**src/rtl/noc_sw_pkg.sv**
```systemverilog
package noc_sw_pkg;
  // marker bits sitting above the payload in every flit
  typedef struct packed {
    logic head;
    logic tail;
  } mark_t;

  function automatic int sel_width(input int n);
    return (n > 1) ? $clog2(n) : 1;
  endfunction
endpackage

```
**src/rtl/noc_sw_ofifo.sv**
```systemverilog
module noc_sw_ofifo #(
  parameter int W     = 18,
  parameter int DEPTH = 4
) (
  input  logic                         clk,
  input  logic                         rst,
  input  logic                         wr_en,
  input  logic [W-1:0]                 wr_data,
  input  logic                         rd_en,
  output logic [W-1:0]                 rd_data,
  output logic                         full,
  output logic                         empty,
  output logic [$clog2(DEPTH+1)-1:0]   level
);
  localparam int AW = (DEPTH > 1) ? $clog2(DEPTH) : 1;
  localparam int CW = $clog2(DEPTH + 1);

  logic [W-1:0]  mem [DEPTH];
  logic [AW-1:0] wr_ptr, rd_ptr;
  logic [CW-1:0] cnt;
  logic          do_wr, do_rd;

  assign full    = (cnt == CW'(DEPTH));
  assign empty   = (cnt == '0);
  assign level   = cnt;
  assign do_wr   = wr_en & ~full;
  assign do_rd   = rd_en & ~empty;
  assign rd_data = mem[rd_ptr];

  // storage without reset so it can map onto RAM
  always_ff @(posedge clk) begin
    if (do_wr) mem[wr_ptr] <= wr_data;
  end

  always_ff @(posedge clk) begin
    if (rst) begin
      wr_ptr <= '0;
      rd_ptr <= '0;
      cnt    <= '0;
    end else begin
      if (do_wr) wr_ptr <= (wr_ptr == AW'(DEPTH - 1)) ? '0 : wr_ptr + 1'b1;
      if (do_rd) rd_ptr <= (rd_ptr == AW'(DEPTH - 1)) ? '0 : rd_ptr + 1'b1;
      case ({do_wr, do_rd})
        2'b10:   cnt <= cnt + 1'b1;
        2'b01:   cnt <= cnt - 1'b1;
        default: cnt <= cnt;
      endcase
    end
  end
endmodule

```
**src/rtl/noc_sw_rr.sv**
```systemverilog
module noc_sw_rr #(
  parameter int N = 4
) (
  input  logic                                  clk,
  input  logic                                  rst,
  input  logic [N-1:0]                          req,
  input  logic                                  adv,
  output logic                                  gnt_any,
  output logic [noc_sw_pkg::sel_width(N)-1:0]   gnt_idx
);
  localparam int IW = noc_sw_pkg::sel_width(N);

  logic [IW-1:0] ptr;
  int            c;

  // first requester at or after the pointer, wrapping
  always_comb begin
    gnt_any = 1'b0;
    gnt_idx = '0;
    c       = 0;
    for (int k = 0; k < N; k++) begin
      c = int'(ptr) + k;
      if (c >= N) c = c - N;
      if (!gnt_any && req[c]) begin
        gnt_any = 1'b1;
        gnt_idx = IW'(c);
      end
    end
  end

  always_ff @(posedge clk) begin
    if (rst)      ptr <= '0;
    else if (adv) ptr <= (gnt_idx == IW'(N - 1)) ? '0 : gnt_idx + 1'b1;
  end
endmodule

```
**src/rtl/noc_sw_switch.sv**
```systemverilog
module noc_sw_switch #(
  parameter int N_IN   = 4,
  parameter int N_OUT  = 3,
  parameter int DATA_W = 16,
  parameter int DEPTH  = 4
) (
  input  logic                              clk,
  input  logic                              rst,
  input  logic [N_IN-1:0]                   in_valid,
  input  logic [N_IN-1:0][DATA_W+1:0]       in_flit,
  output logic [N_IN-1:0]                   in_ack,
  output logic [N_IN-1:0]                   in_nack,
  output logic [N_OUT-1:0]                  out_valid,
  output logic [N_OUT-1:0][DATA_W+1:0]      out_flit,
  input  logic [N_OUT-1:0]                  out_ack,
  input  logic [N_OUT-1:0]                  out_nack
);
  import noc_sw_pkg::*;

  localparam int FLIT_W = DATA_W + 2;
  localparam int SEL_W  = sel_width(N_OUT);
  localparam int IN_W   = sel_width(N_IN);
  localparam int LVL_W  = $clog2(DEPTH + 1);

  // per-input decode
  logic [N_IN-1:0]   is_head, is_tail;
  logic [SEL_W-1:0]  head_dst [N_IN];
  logic [SEL_W-1:0]  dst_q    [N_IN];
  logic [FLIT_W-1:0] fwd      [N_IN];
  logic [N_IN-1:0]   acc_in;

  // per-output state, visible to the bound checker
  logic              lock_q  [N_OUT];
  logic [IN_W-1:0]   owner_q [N_OUT];
  logic [LVL_W-1:0]  lvl     [N_OUT];
  logic [N_IN-1:0]   acc_m   [N_OUT];

  always_comb begin
    for (int i = 0; i < N_IN; i++) begin
      is_head[i]  = in_flit[i][FLIT_W-1];
      is_tail[i]  = in_flit[i][FLIT_W-2];
      head_dst[i] = in_flit[i][SEL_W-1:0];
      fwd[i]      = is_head[i]
                  ? {in_flit[i][FLIT_W-1:DATA_W], DATA_W'(in_flit[i][DATA_W-1:0] >> SEL_W)}
                  : in_flit[i];
    end
  end

  for (genvar o = 0; o < N_OUT; o++) begin : g_out
    logic [N_IN-1:0]   hreq;
    logic              own_req, full, empty, gnt_any, adv, take_body;
    logic [IN_W-1:0]   gnt_idx, sel;
    logic [FLIT_W-1:0] head_flit;

    always_comb begin
      for (int i = 0; i < N_IN; i++)
        hreq[i] = in_valid[i] & is_head[i] & (head_dst[i] == SEL_W'(o));
    end

    assign own_req   = in_valid[owner_q[o]] & ~is_head[owner_q[o]]
                     & (dst_q[owner_q[o]] == SEL_W'(o));
    assign adv       = ~lock_q[o] & ~full & gnt_any;
    assign take_body = lock_q[o] & own_req & ~full;
    assign sel       = take_body ? owner_q[o] : gnt_idx;

    always_comb begin
      for (int i = 0; i < N_IN; i++)
        acc_m[o][i] = (adv && gnt_idx == IN_W'(i)) || (take_body && owner_q[o] == IN_W'(i));
    end

    noc_sw_rr #(.N(N_IN)) u_arb (
      .clk     (clk),
      .rst     (rst),
      .req     (hreq),
      .adv     (adv),
      .gnt_any (gnt_any),
      .gnt_idx (gnt_idx)
    );

    always_ff @(posedge clk) begin
      if (rst) begin
        lock_q[o]  <= 1'b0;
        owner_q[o] <= '0;
      end else if (adv && !is_tail[gnt_idx]) begin
        lock_q[o]  <= 1'b1;
        owner_q[o] <= gnt_idx;
      end else if (take_body && is_tail[owner_q[o]]) begin
        lock_q[o]  <= 1'b0;
      end
    end

    noc_sw_ofifo #(.W(FLIT_W), .DEPTH(DEPTH)) u_fifo (
      .clk     (clk),
      .rst     (rst),
      .wr_en   (adv | take_body),
      .wr_data (fwd[sel]),
      .rd_en   (out_ack[o] & ~out_nack[o]),
      .rd_data (head_flit),
      .full    (full),
      .empty   (empty),
      .level   (lvl[o])
    );

    assign out_valid[o] = ~empty;
    assign out_flit[o]  = head_flit;
  end

  always_comb begin
    for (int i = 0; i < N_IN; i++) begin
      acc_in[i] = 1'b0;
      for (int o = 0; o < N_OUT; o++) acc_in[i] = acc_in[i] | acc_m[o][i];
    end
  end

  always_ff @(posedge clk) begin
    if (rst) begin
      in_ack  <= '0;
      in_nack <= '0;
      for (int i = 0; i < N_IN; i++) dst_q[i] <= '0;
    end else begin
      in_ack  <= acc_in;
      in_nack <= in_valid & ~acc_in;
      for (int i = 0; i < N_IN; i++)
        if (in_valid[i] && is_head[i] && acc_in[i]) dst_q[i] <= head_dst[i];
    end
  end
endmodule

```
**config.mk**
```make
export PLATFORM = sky130hd
export DESIGN_NAME = noc_sw_switch
export DESIGN_NICKNAME = d
export VERILOG_FILES = /design/src/rtl/noc_sw_pkg.sv /design/src/rtl/noc_sw_ofifo.sv /design/src/rtl/noc_sw_rr.sv /design/src/rtl/noc_sw_switch.sv
export SDC_FILE = /design/constraint.sdc
export NUM_CORES = 1
export LEC_CHECK = 0
export BUFFER_PORTS_ARGS = -buffer_cell sky130_fd_sc_hd__buf_2
export CAP_MARGIN = 20
export CELL_PAD_IN_SITES_DETAIL_PLACEMENT = 1
export CELL_PAD_IN_SITES_GLOBAL_PLACEMENT = 2
export CORE_ASPECT_RATIO = 0.6
export CORE_MARGIN = 2
export CORE_UTILIZATION = 46
export DETAILED_ROUTE_END_ITERATION = 12
export PLACE_DENSITY = 0.85
export SETUP_SLACK_MARGIN = 0.3
export SLEW_MARGIN = 15
export SYNTH_ARGS = -nofsm -noshare
export SYNTH_HDL_FRONTEND = slang
export SYNTH_SLANG_ARGS = --single-unit
```
**constraint.sdc**
```tcl
create_clock -name clk -period 8.4 [get_ports clk]
set_input_delay 1.68 -clock clk [delete_from_list [all_inputs] [get_ports clk]]
set_output_delay 1.68 -clock clk [all_outputs]
set_load 0.005 [all_outputs]
```
==> flow_summary.toml, run 1 <==
[outcome]
status = "finished, final reports clean"

[critical_path]
critPathSlowestCell = "mux2i_1"
arrival_ps = 4780
critPathRequiredTime_ps = 8640
crit_fanout = 34
cp_top_family = "multiplexers"
crit_buf_inv = 2
crit_path_start_kind = "input pin"
path_class = "in2reg"
critPathMaxStageDelay_ps = 670
crit_chain = "buf_2 -> nor4bb_1 -> mux2i_1 -> nor3b_2 -> o21bai_4 -> buf_4 -> mux2i_1 -> mux2i_1"
path_common_cell = "mux2i_1"
end_kind = "register"

[global_routing]
antenna_found_initial = 2
grt_pass1_wl_um = 63200
track_usage_pct = 26.3
grt.overflow.total = 0
grt_pass1_vias = 9602
grt_max_degree = 47

[layout]
nets = 1239
final_layout_size_suffix_gt1_share_pct = 30.7
synthToLayoutAreaGrowth_pct = 13.8
fill_cells = 2998
final_cell_area_um2 = 16300

[timing]
timing.final.crit_period_ps = 4540
finalHoldViolCount = 0
setup_tns_ps = 0
rsz0062_at_grt = "no"
setup_violations = 0
timing.fmax_mhz = 220
maxSlewViolCount = 0
min_period_over_period_pct = 54.0
fin_skew_ps = 12.3
maxSlewHeadroom_pct = 27.7
tightest_slew_ps = 1080

[logic_synthesis]
synthCells = 990
synth.most_common_cell = "edfxtp_1"
synth-seq-cells = 274
yosysUniqueCellTypes = 73
synthTopCellsByArea = "edfxtp_1 (49%), mux2i_1 (12%), mux4_2 (9.3%)"
synth_top_cell_by_area = "edfxtp_1"
synth-edff-count = 233
yosys_warnings = 0
synthFlopType = "edfxtp_1"
synthArstFlopShare_pct = 0
syn_nets = 1107
yosysSeqAreaShare_pct = 54.7
synth.cells.most_frequent = "edfxtp_1 (233), mux2i_1 (172), mux4_2 (59)"
synth_top_cell_area_share_pct = 48.9
avgSynthCellArea_um2 = 14.4
netlist_area_um2 = 14300

[power_and_ir_drop]
power_density_nw_per_um2 = 204
leakagePower_nw = 6.00
peakVddDrop_v = 0.000145

[clock_tree]
clkTransAtPathRegs_ps = 60
clk_path_buf_depth = 3
root_buffer = "clkbuf_16"
cts_buffers = 26
clkSinkCount = 274
tritoncts = "yes"
cts_setup_buffers = 0
cts_resized = 0
hold_buffers = 0
htreeDepth = 1
clk_latency_ps = 550

[place]
placed_area_um2 = 15400
dp_hpwl_um = 30400
io_buffer_count = 148
routabilityCongestion = 0.846

[routing]
drtIter0Drc = 840
wl_um = 42400
firstDrtPassIters = 5
drc_errors = 0
ant_nets = 0
vias_per_cell = 6.03
via_count = 9366
wl_per_cell_um = 27.3

[run]
maxCapViolCount = 0

[floorplanning]
die-width_um = 232
row_count = 49
ioPinCount = 149
core_area_um2 = 30300
die_h_um = 141
initial_core_util_pct = 47.2
die-area_um2 = 32600

[min_path]
min_path_type = "reg2reg"
worst paths after layout:
path	startpoint	end	slack, ps	depth (start not counted)
hold / removal	g_out[0].u_fifo.level[2]$_SDFFE_PP0P_	g_out[0].u_fifo.level[2]$_SDFFE_PP0P_	510	2
hold reg to reg	g_out[0].u_fifo.level[2]$_SDFFE_PP0P_	g_out[0].u_fifo.level[2]$_SDFFE_PP0P_	510	2
setup reg to reg	dst_q[2][0]$_SDFFCE_PN0P_	g_out[2].u_fifo.mem[1][8]$_DFFE_PP_	4870	7
setup / recovery	in_flit[53]	g_out[2].u_fifo.mem[1][8]$_DFFE_PP_	3860	8
flip-flops by register name, summed over array words and instances (netlist names), named ones only:
| register | count |
|---|---|
| g_out.u_fifo.mem | 216 |
| owner_q | 6 |
| g_out.u_arb.ptr | 6 |
| g_out.u_fifo.rd_ptr | 6 |
| g_out.u_fifo.level | 9 |
| dst_q | 8 |
| g_out.u_fifo.wr_ptr | 6 |
| in_ack | 4 |
| in_nack | 4 |
| lock_q | 3 |
power by group:
part | internal [mW] | switching [mW]
registers | 1.56 | 0.0315
logic | 0.218 | 0.326
clock network | 0.650 | 0.532
worst reg2reg max path: stages (launching register included):
cell      delay, ps
edfxtp_1        480
nor4bb_1        440
mux2i_1         180
nor3b_2         510
o21bai_4        220
buf_4           520
mux2i_1         200
mux2i_1         670
cell type report:
cell class	instances	area, um2	area share, %
repair buffers	171	911	5.60
multi-input cells	622	6090	37.4
clock buffers	29	683	4.20
well taps	408	510	3.14
inverters	27	101	0.623
diodes	2	5.00	0.0308
clock inverters	19	156	0.961
flip-flops and latches	274	7820	48.0
placed cells by master (no fill, tap or decap), drive strengths merged, types with 5 or more instances in the layout:
cell type and n:
mux2 58, nor2 44, xor2 5, nand2 26, nor3 20, and3 6, mux4 59, or3 11
nand4 5, nor2b 25, clkinv 13, nor3b 5, nand3 10, dfxtp 41, a21oi 18, nand4b 8
clkbuf 29, nor4 8, a211oi 8, inv 28, and4b 6, edfxtp 233, mux2i 172, buf 171
ha 30, o21ai 22
cells by family after synthesis:
family	after synthesis	synth area share, %
AO/OA/AOI/OAI	85	4.09
XOR/XNOR	6	0.367
adder cells (fa/ha/maj)	33	3.04
buffers and inverters	94	3.11
flip-flops	274	54.7
multiplexers	289	25.9
AND/OR/NAND/NOR	209	8.82
metal layers:
metal	vias to the layer above	global-route usage [%]	routed length, um
met5	-	0	0
met3	45	6.69	3590
met4	0	4.45	613
met1	4845	41.1	20400
li1	4143	-	-
met2	333	37.4	17800
through the flow:
step	total power [mW]	instances	hold slack, ps	worst slack [ps]	util [%]
after detailed placement	2.16	1501	500	3360	50.9
after global routing	3.43	1550	552	3720	53.7
after global placement	2.14	1501	484	3470	50.9
final	3.32	1552	508	3860	53.7
after floorplan	1.94	990	461	4090	-
after CTS	3.33	1549	511	3940	53.7
No activity file was read; power rests on OpenSTA's default activity.
==> run 2: changes to the inputs <==
--- a/config.mk
+++ b/config.mk
@@ -11,9 +11,9 @@
 export CELL_PAD_IN_SITES_GLOBAL_PLACEMENT = 2
 export CORE_ASPECT_RATIO = 0.6
 export CORE_MARGIN = 2
-export CORE_UTILIZATION = 46
+export CORE_UTILIZATION = 38
 export DETAILED_ROUTE_END_ITERATION = 12
-export PLACE_DENSITY = 0.85
+export PLACE_DENSITY = 0.75
 export SETUP_SLACK_MARGIN = 0.3
 export SLEW_MARGIN = 15
 export SYNTH_ARGS = -nofsm -noshare
==> constraint.sdc (replaced) <==
create_clock -name clk -period 3.9 [get_ports clk]
set_input_delay 0.78 -clock clk [delete_from_list [all_inputs] [get_ports clk]]
set_output_delay 0.78 -clock clk [all_outputs]
set_load 0.005 [all_outputs]
==> run 2 against run 1 <==
Compared with the run above:
- final area rose by 3.7%
- via count rose by 0.26%
- clock power rose by 140%
- clock skew rose by 0.79 ps
- flip-flop and latch count did not move
- cell count rose by 8.7%
- global-route usage fell by 4.8 points
- critical path type is now reg2reg
- highest routed layer unchanged
==> flow_summary.toml, run 2 (same netlist as run 1, synthesis figures left out) <==
[routing]
wl_um = 42200
drtIter0Drc = 765
wl_per_cell_um = 25.0
topRoutingLayerUsed = "met4"
via_count = 9390
wl_met1_um = 20500
dr_wl_met2_um = 18000
firstDrtPassIters = 5
wl_met3_um = 2630
drc_errors = 0
vias_per_cell = 5.57
ant_nets = 0

[layout]
diodes = 0
final_cell_mix = "edfxtp_1 (233), mux2i_1 (172), buf_2 (148), buf_4 (62), mux4_2 (59)"
largest_register = "g_out.u_fifo.mem"
mostFrequentLayoutCell = "edfxtp_1"
synthToLayoutAreaGrowth_pct = 18.0
regArea_um2 = 7820
nets = 1282
final_cell_area_um2 = 16900
fill_cells = 3752
final_layout_size_suffix_gt1_share_pct = 33.6
largest_reg_flops = 216
multi_input_area_um2 = 6090

[timing]
timing.fmax_mhz = 325
maxSlewViolCount = 0
min_period_over_period_pct = 79.0
layout_setup_ws_ps = 820
setup_violations = 0
maxSlewHeadroom_pct = 40.1
setup_tns_ps = 0
rsz0062_at_grt = "no"
fin_skew_ps = 13.1
tightest_slew_ps = 898
timing.final.crit_period_ps = 3080
finalHoldViolCount = 0
holdWs_ps = 507

[global_routing]
grt_pass1_vias = 9565
grt.overflow.total = 0
grt_max_degree = 46
track_usage_pct = 21.6
antenna_found_initial = 0
grt_pass1_wl_um = 62800

[critical_path]
path_class = "reg2reg"
critPathMaxStageDelay_ps = 600
arrival_ps = 3570
end_kind = "register"
critPathRequiredTime_ps = 4390
critPathSlowestCell = "edfxtp_1"
crit_chain = "mux4_2 -> o2111ai_1 -> nor2_1 -> a21oi_2 -> ha_1 -> inv_1 -> fa_1 -> xor2_1 -> or3_1 -> a21oi_1"
crit_buf_inv = 1
rrSetupSlack_ps = 820
crit_path_start_kind = "register"
crit_fanout = 9
cp_top_family = "flip-flops"

[clock_tree]
cts_resized = 0
root_buffer = "clkbuf_16"
tritoncts = "yes"
cts_buffers = 27
clkSinkCount = 274
clkTransAtPathRegs_ps = 70
cts_setup_buffers = 0
clk_path_buf_depth = 3
clk_latency_ps = 570
htreeDepth = 1
hold_buffers = 0

[floorplanning]
die-width_um = 254
die_h_um = 154
initial_core_util_pct = 39.0
core_area_um2 = 36700
die-area_um2 = 39200
row_count = 54
ioPinCount = 149

[min_path]
min_path_type = "reg2reg"

[power_and_ir_drop]
power_density_nw_per_um2 = 447
leakagePower_nw = 6.29
peakVddDrop_v = 0.000343

[place]
routabilityCongestion = 0.884
dp_slack_ps = 322
placed_area_um2 = 15900
dp_hpwl_um = 31200
io_buffer_count = 148

[outcome]
status = "finished, final reports clean"

[run]
maxCapViolCount = 0
==> run 2: cell types whose count changed in the layout (fill, tap and decap cells not counted), sizes merged <==
cell      change
buf          +42
bufinv        +5
clkinv        -4
clkbuf        -2
diode         -2
clkinvlp      -1
inv           +1
==> run 2: worst reg2reg max path: cells and delay by family, from the launching register on <==
kind	cells	cell delay, ps
muxes	1	590
buffers and inverters	1	60
adders and majority gates	2	590
xor gates and xnor gates	1	160
DFF	1	600
and+or+nand+nor	2	440
AOI/OAI and AO/OA	3	570
==> run 2: path summary, 6_finish.rpt <==
| path | from | to | depth (start not counted) |
|---|---|---|---|
| max | owner_q[0][0]$_SDFFCE_PN0P_ | g_out[0].u_fifo.level[2]$_SDFFE_PP0P_ | 10 |
| max reg2reg | owner_q[0][0]$_SDFFCE_PN0P_ | g_out[0].u_fifo.level[2]$_SDFFE_PP0P_ | 10 |
| min reg2reg | g_out[0].u_fifo.level[2]$_SDFFE_PP0P_ | g_out[0].u_fifo.level[2]$_SDFFE_PP0P_ | 2 |
| min | g_out[0].u_fifo.level[2]$_SDFFE_PP0P_ | g_out[0].u_fifo.level[2]$_SDFFE_PP0P_ | 2 |
==> run 2: layer usage <==
| metal | track usage [%] | vias to the layer above |
|---|---|---|
| met2 | 31.5 | 276 |
| met1 | 32.7 | 4843 |
| li1 | - | 4220 |
| met4 | 5.38 | 0 |
| met3 | 4.22 | 51 |
| met5 | 0 | - |
==> run 2: per-stage QoR <==
step                total power, mW  instances  utilization [%]
CTS                            7.61       1687             46.0
floorplan                      4.19        990                -
global placement               4.68       1640             43.4
detailed placement             4.71       1640             43.4
global route                   7.83       1687             46.0
finish                         7.55       1687             46.0
==> run 2: layout make-up <==
cell class / count / area share [%]
Timing Repair Buffer: 213 / 7.50
Clock inverter: 20 / 1.77
Sequential cell: 274 / 46.3
Multi-Input combinational cell: 622 / 36.1
Tap cell: 504 / 3.74
Clock buffer: 27 / 4.00
Inverter: 27 / 0.600
==> run 2: report_power, final <==
group	switching (mW)	internal [mW]	total (mW)	leakage, nW
Clock	1.16	1.73	2.89	0.475
Sequential	0.0631	3.36	3.42	2.47
Combinational	0.711	0.524	1.23	3.35
Total	1.93	5.61	7.55	6.29
==> run 3: changes to the inputs <==
--- a/config.mk
+++ b/config.mk
@@ -11,9 +11,9 @@
 export CELL_PAD_IN_SITES_GLOBAL_PLACEMENT = 2
 export CORE_ASPECT_RATIO = 0.6
 export CORE_MARGIN = 2
-export CORE_UTILIZATION = 38
+export CORE_UTILIZATION = 42
 export DETAILED_ROUTE_END_ITERATION = 12
-export PLACE_DENSITY = 0.75
+export PLACE_DENSITY = 0.79
 export SETUP_SLACK_MARGIN = 0.3
 export SLEW_MARGIN = 15
 export SYNTH_ARGS = -nofsm -noshare
==> constraint.sdc (replaced) <==
create_clock -name clk -period 3.1 [get_ports clk]
set_input_delay 0.62 -clock clk [delete_from_list [all_inputs] [get_ports clk]]
set_output_delay 0.62 -clock clk [all_outputs]
set_load 0.005 [all_outputs]
==> run 3 against run 2 <==
Compared with the run above:
- routed wire length grew 5.5%
- register-to-register slack lost 530 ps
- largest power group unchanged
- via count grew 5.3%
- die area shrank 9.3%
- worst hold slack lost 52 ps
- cell count grew 3.0%
==> flow_summary.toml, run 3 (same netlist as run 1, synthesis figures left out) <==
[layout]
mostFrequentLayoutCell = "edfxtp_1"
diodes = 0
largest_reg_flops = 216
finalCoreUtilization_pct = 53.9
final_layout_size_suffix_gt1_share_pct = 43.1
synthToLayoutAreaGrowth_pct = 26.8
instances_no_fill = 1737
largest_register = "g_out.u_fifo.mem"
final_cell_area_um2 = 18100
nets = 1375
final_cell_mix = "edfxtp_1 (233), mux2i_1 (149), buf_2 (148), buf_4 (130), mux4_2 (59)"

[critical_path]
cp_top_family = "buffers and inverters"
crit_fanout = 8
end_kind = "register"
r2r-end = "g_out[2].u_fifo.mem[3][10]$_DFFE_PP_"
crit_path_start_kind = "register"
crit_buf_inv = 4
critPathRequiredTime_ps = 3530
r2r_start = "dst_q[3][0]$_SDFFCE_PN0P_"
rr_worst_depth = 10
critPathMaxStageDelay_ps = 490
crit_chain = "nor4bb_1 -> buf_4 -> mux2i_1 -> nor3b_2 -> buf_4 -> nor3_1 -> a31oi_2 -> buf_12 -> mux2i_1 -> buf_4"
critPathSlowestCell = "edfxtp_1"
rrSetupSlack_ps = 290
arrival_ps = 3240
path_common_cell = "buf_4"
path_class = "reg2reg"

[power_and_ir_drop]
power_frac_comb_pct = 19.2
p_int_mw = 7.04
leakagePower_nw = 6.80
clkPwrFrac_pct = 36.0
p_seq_share_pct = 44.8
p_sw_mw = 2.56
peakVddDrop_v = 0.000474
switching_share_pct = 26.6
power_density_nw_per_um2 = 529
fin_total_pwr_mw = 9.60

[clock_tree]
tritoncts = "yes"
htreeDepth = 1
clkSinkCount = 274
clk_latency_ps = 570
cts_buffers = 27
hold_buffers = 0
clk_path_buf_depth = 3
clkTransAtPathRegs_ps = 70
root_buffer = "clkbuf_16"

[min_path]
whs_path_depth = 2
hp-start = "in_valid[1]"
worstHoldEndpoint = "in_nack[1]$_SDFF_PP0_"
min_path_type = "in2reg"

[routing]
firstDrtPassIters = 7
wl_um = 44500
wl_per_cell_um = 25.6
drc_errors = 0
ant_nets = 0
via_count = 9885
drtIter0Drc = 776
vias_per_cell = 5.69

[global_routing]
grt_max_degree = 46
track_usage_pct = 24.4
grt.overflow.total = 0
grt_pass1_vias = 10000
antenna_found_initial = 0
grt_pass1_wl_um = 64800

[floorplanning]
die_h_um = 147
row_count = 52
initial_core_util_pct = 42.5
die-area_um2 = 35600
ioPinCount = 149
die-width_um = 242
core_area_um2 = 33600

[place]
routabilityCongestion = 0.949
dp.cells = 1663
io_buffer_count = 148
placed_area_um2 = 16700
dp_hpwl_um = 32600

[timing]
holdWs_ps = 455
fin_skew_ps = 18.4
timing.final.crit_period_ps = 2810
setup_violations = 0
maxSlewViolCount = 0
maxSlewHeadroom_pct = 56.8
rsz0062_at_grt = "yes"
tightest_slew_ps = 631
timing.fmax_mhz = 356
min_period_over_period_pct = 90.7
finalHoldViolCount = 0

[run]
maxCapViolCount = 0

[outcome]
status = "finished, final reports clean"
==> run 3: cell count changes in the layout (fill, tap and decap cells not counted), moves of 4 or more <==
cell,before,now
mux2i_1,172,149
buf_4,62,130
nor3b_2,1,5
ha_1,30,26
nor2b_2,0,8
nor3b_1,4,0
clkbuf_16,27,31
buf_6,0,4
nor2b_1,25,17
mux2i_2,0,20
buf_12,3,20
==> run 3: how the worst max path moves through the flow <==
stage,start,end,slack (ps),cells after the start
after floorplan,in_flit[53],g_out[0].u_fifo.level[2]$_SDFFE_PP0P_,30,12
after detailed placement,in_flit[17],g_out[0].u_fifo.mem[0][12]$_DFFE_PP_,-120,10
final,dst_q[3][0]$_SDFFCE_PN0P_,g_out[2].u_fifo.mem[3][10]$_DFFE_PP_,290,10
after global placement,in_valid[1],g_out[1].u_fifo.mem[0][12]$_DFFE_PP_,-40,9
after global routing,dst_q[1][1]$_SDFFCE_PN0P_,g_out[2].u_fifo.mem[3][10]$_DFFE_PP_,240,9
after CTS,owner_q[0][1]$_SDFFCE_PN0P_,g_out[0].u_fifo.mem[3][14]$_DFFE_PP_,300,8
==> run 3: timing repair <==
action,CTS,global route
pin swaps,2,6
buffers inserted,8,13
cloned,0,4
endpoints found under the setup margin,136,158
gates resized for setup,10,42
==> run 3: through the flow <==
stage	setup WS [ps]	setup TNS, ps
floorplan	25.1	0
global placement	-43.3	-173
detailed placement	-121	-2370
CTS	302	0
global route	241	0
finish	290	0
==> run 3: final cells by class <==
class | count | area [um2]
fillers | 3325 | 15500
clock inverters | 19 | 243
inverters | 27 | 101
flip-flops and latches | 274 | 7820
clock buffers | 30 | 687
repair buffers | 306 | 2260
multi-input cells | 622 | 6450
well taps | 459 | 574
==> run 3: metal layers <==
metal | wire length (um) | vias up | share of wire, % | track usage (%)
li1 | - | 4415 | - | -
met1 | 21200 | 5069 | 48 | 38.0
met2 | 19400 | 358 | 43 | 35.6
met3 | 3150 | 43 | 7.1 | 4.49
met4 | 846 | 0 | 1.9 | 4.78
met5 | 0 | - | 0 | 0
==> run 3: power groups by stage <==
stage               clock network (mW)  logic (mW)  registers (mW)
floorplan                            0       0.948            4.35
global placement                     0        1.65            4.37
detailed placement                   0        1.70            4.38
CTS                               3.53        1.74            4.30
global route                      3.65        1.97            4.31
finish                            3.46        1.84            4.30
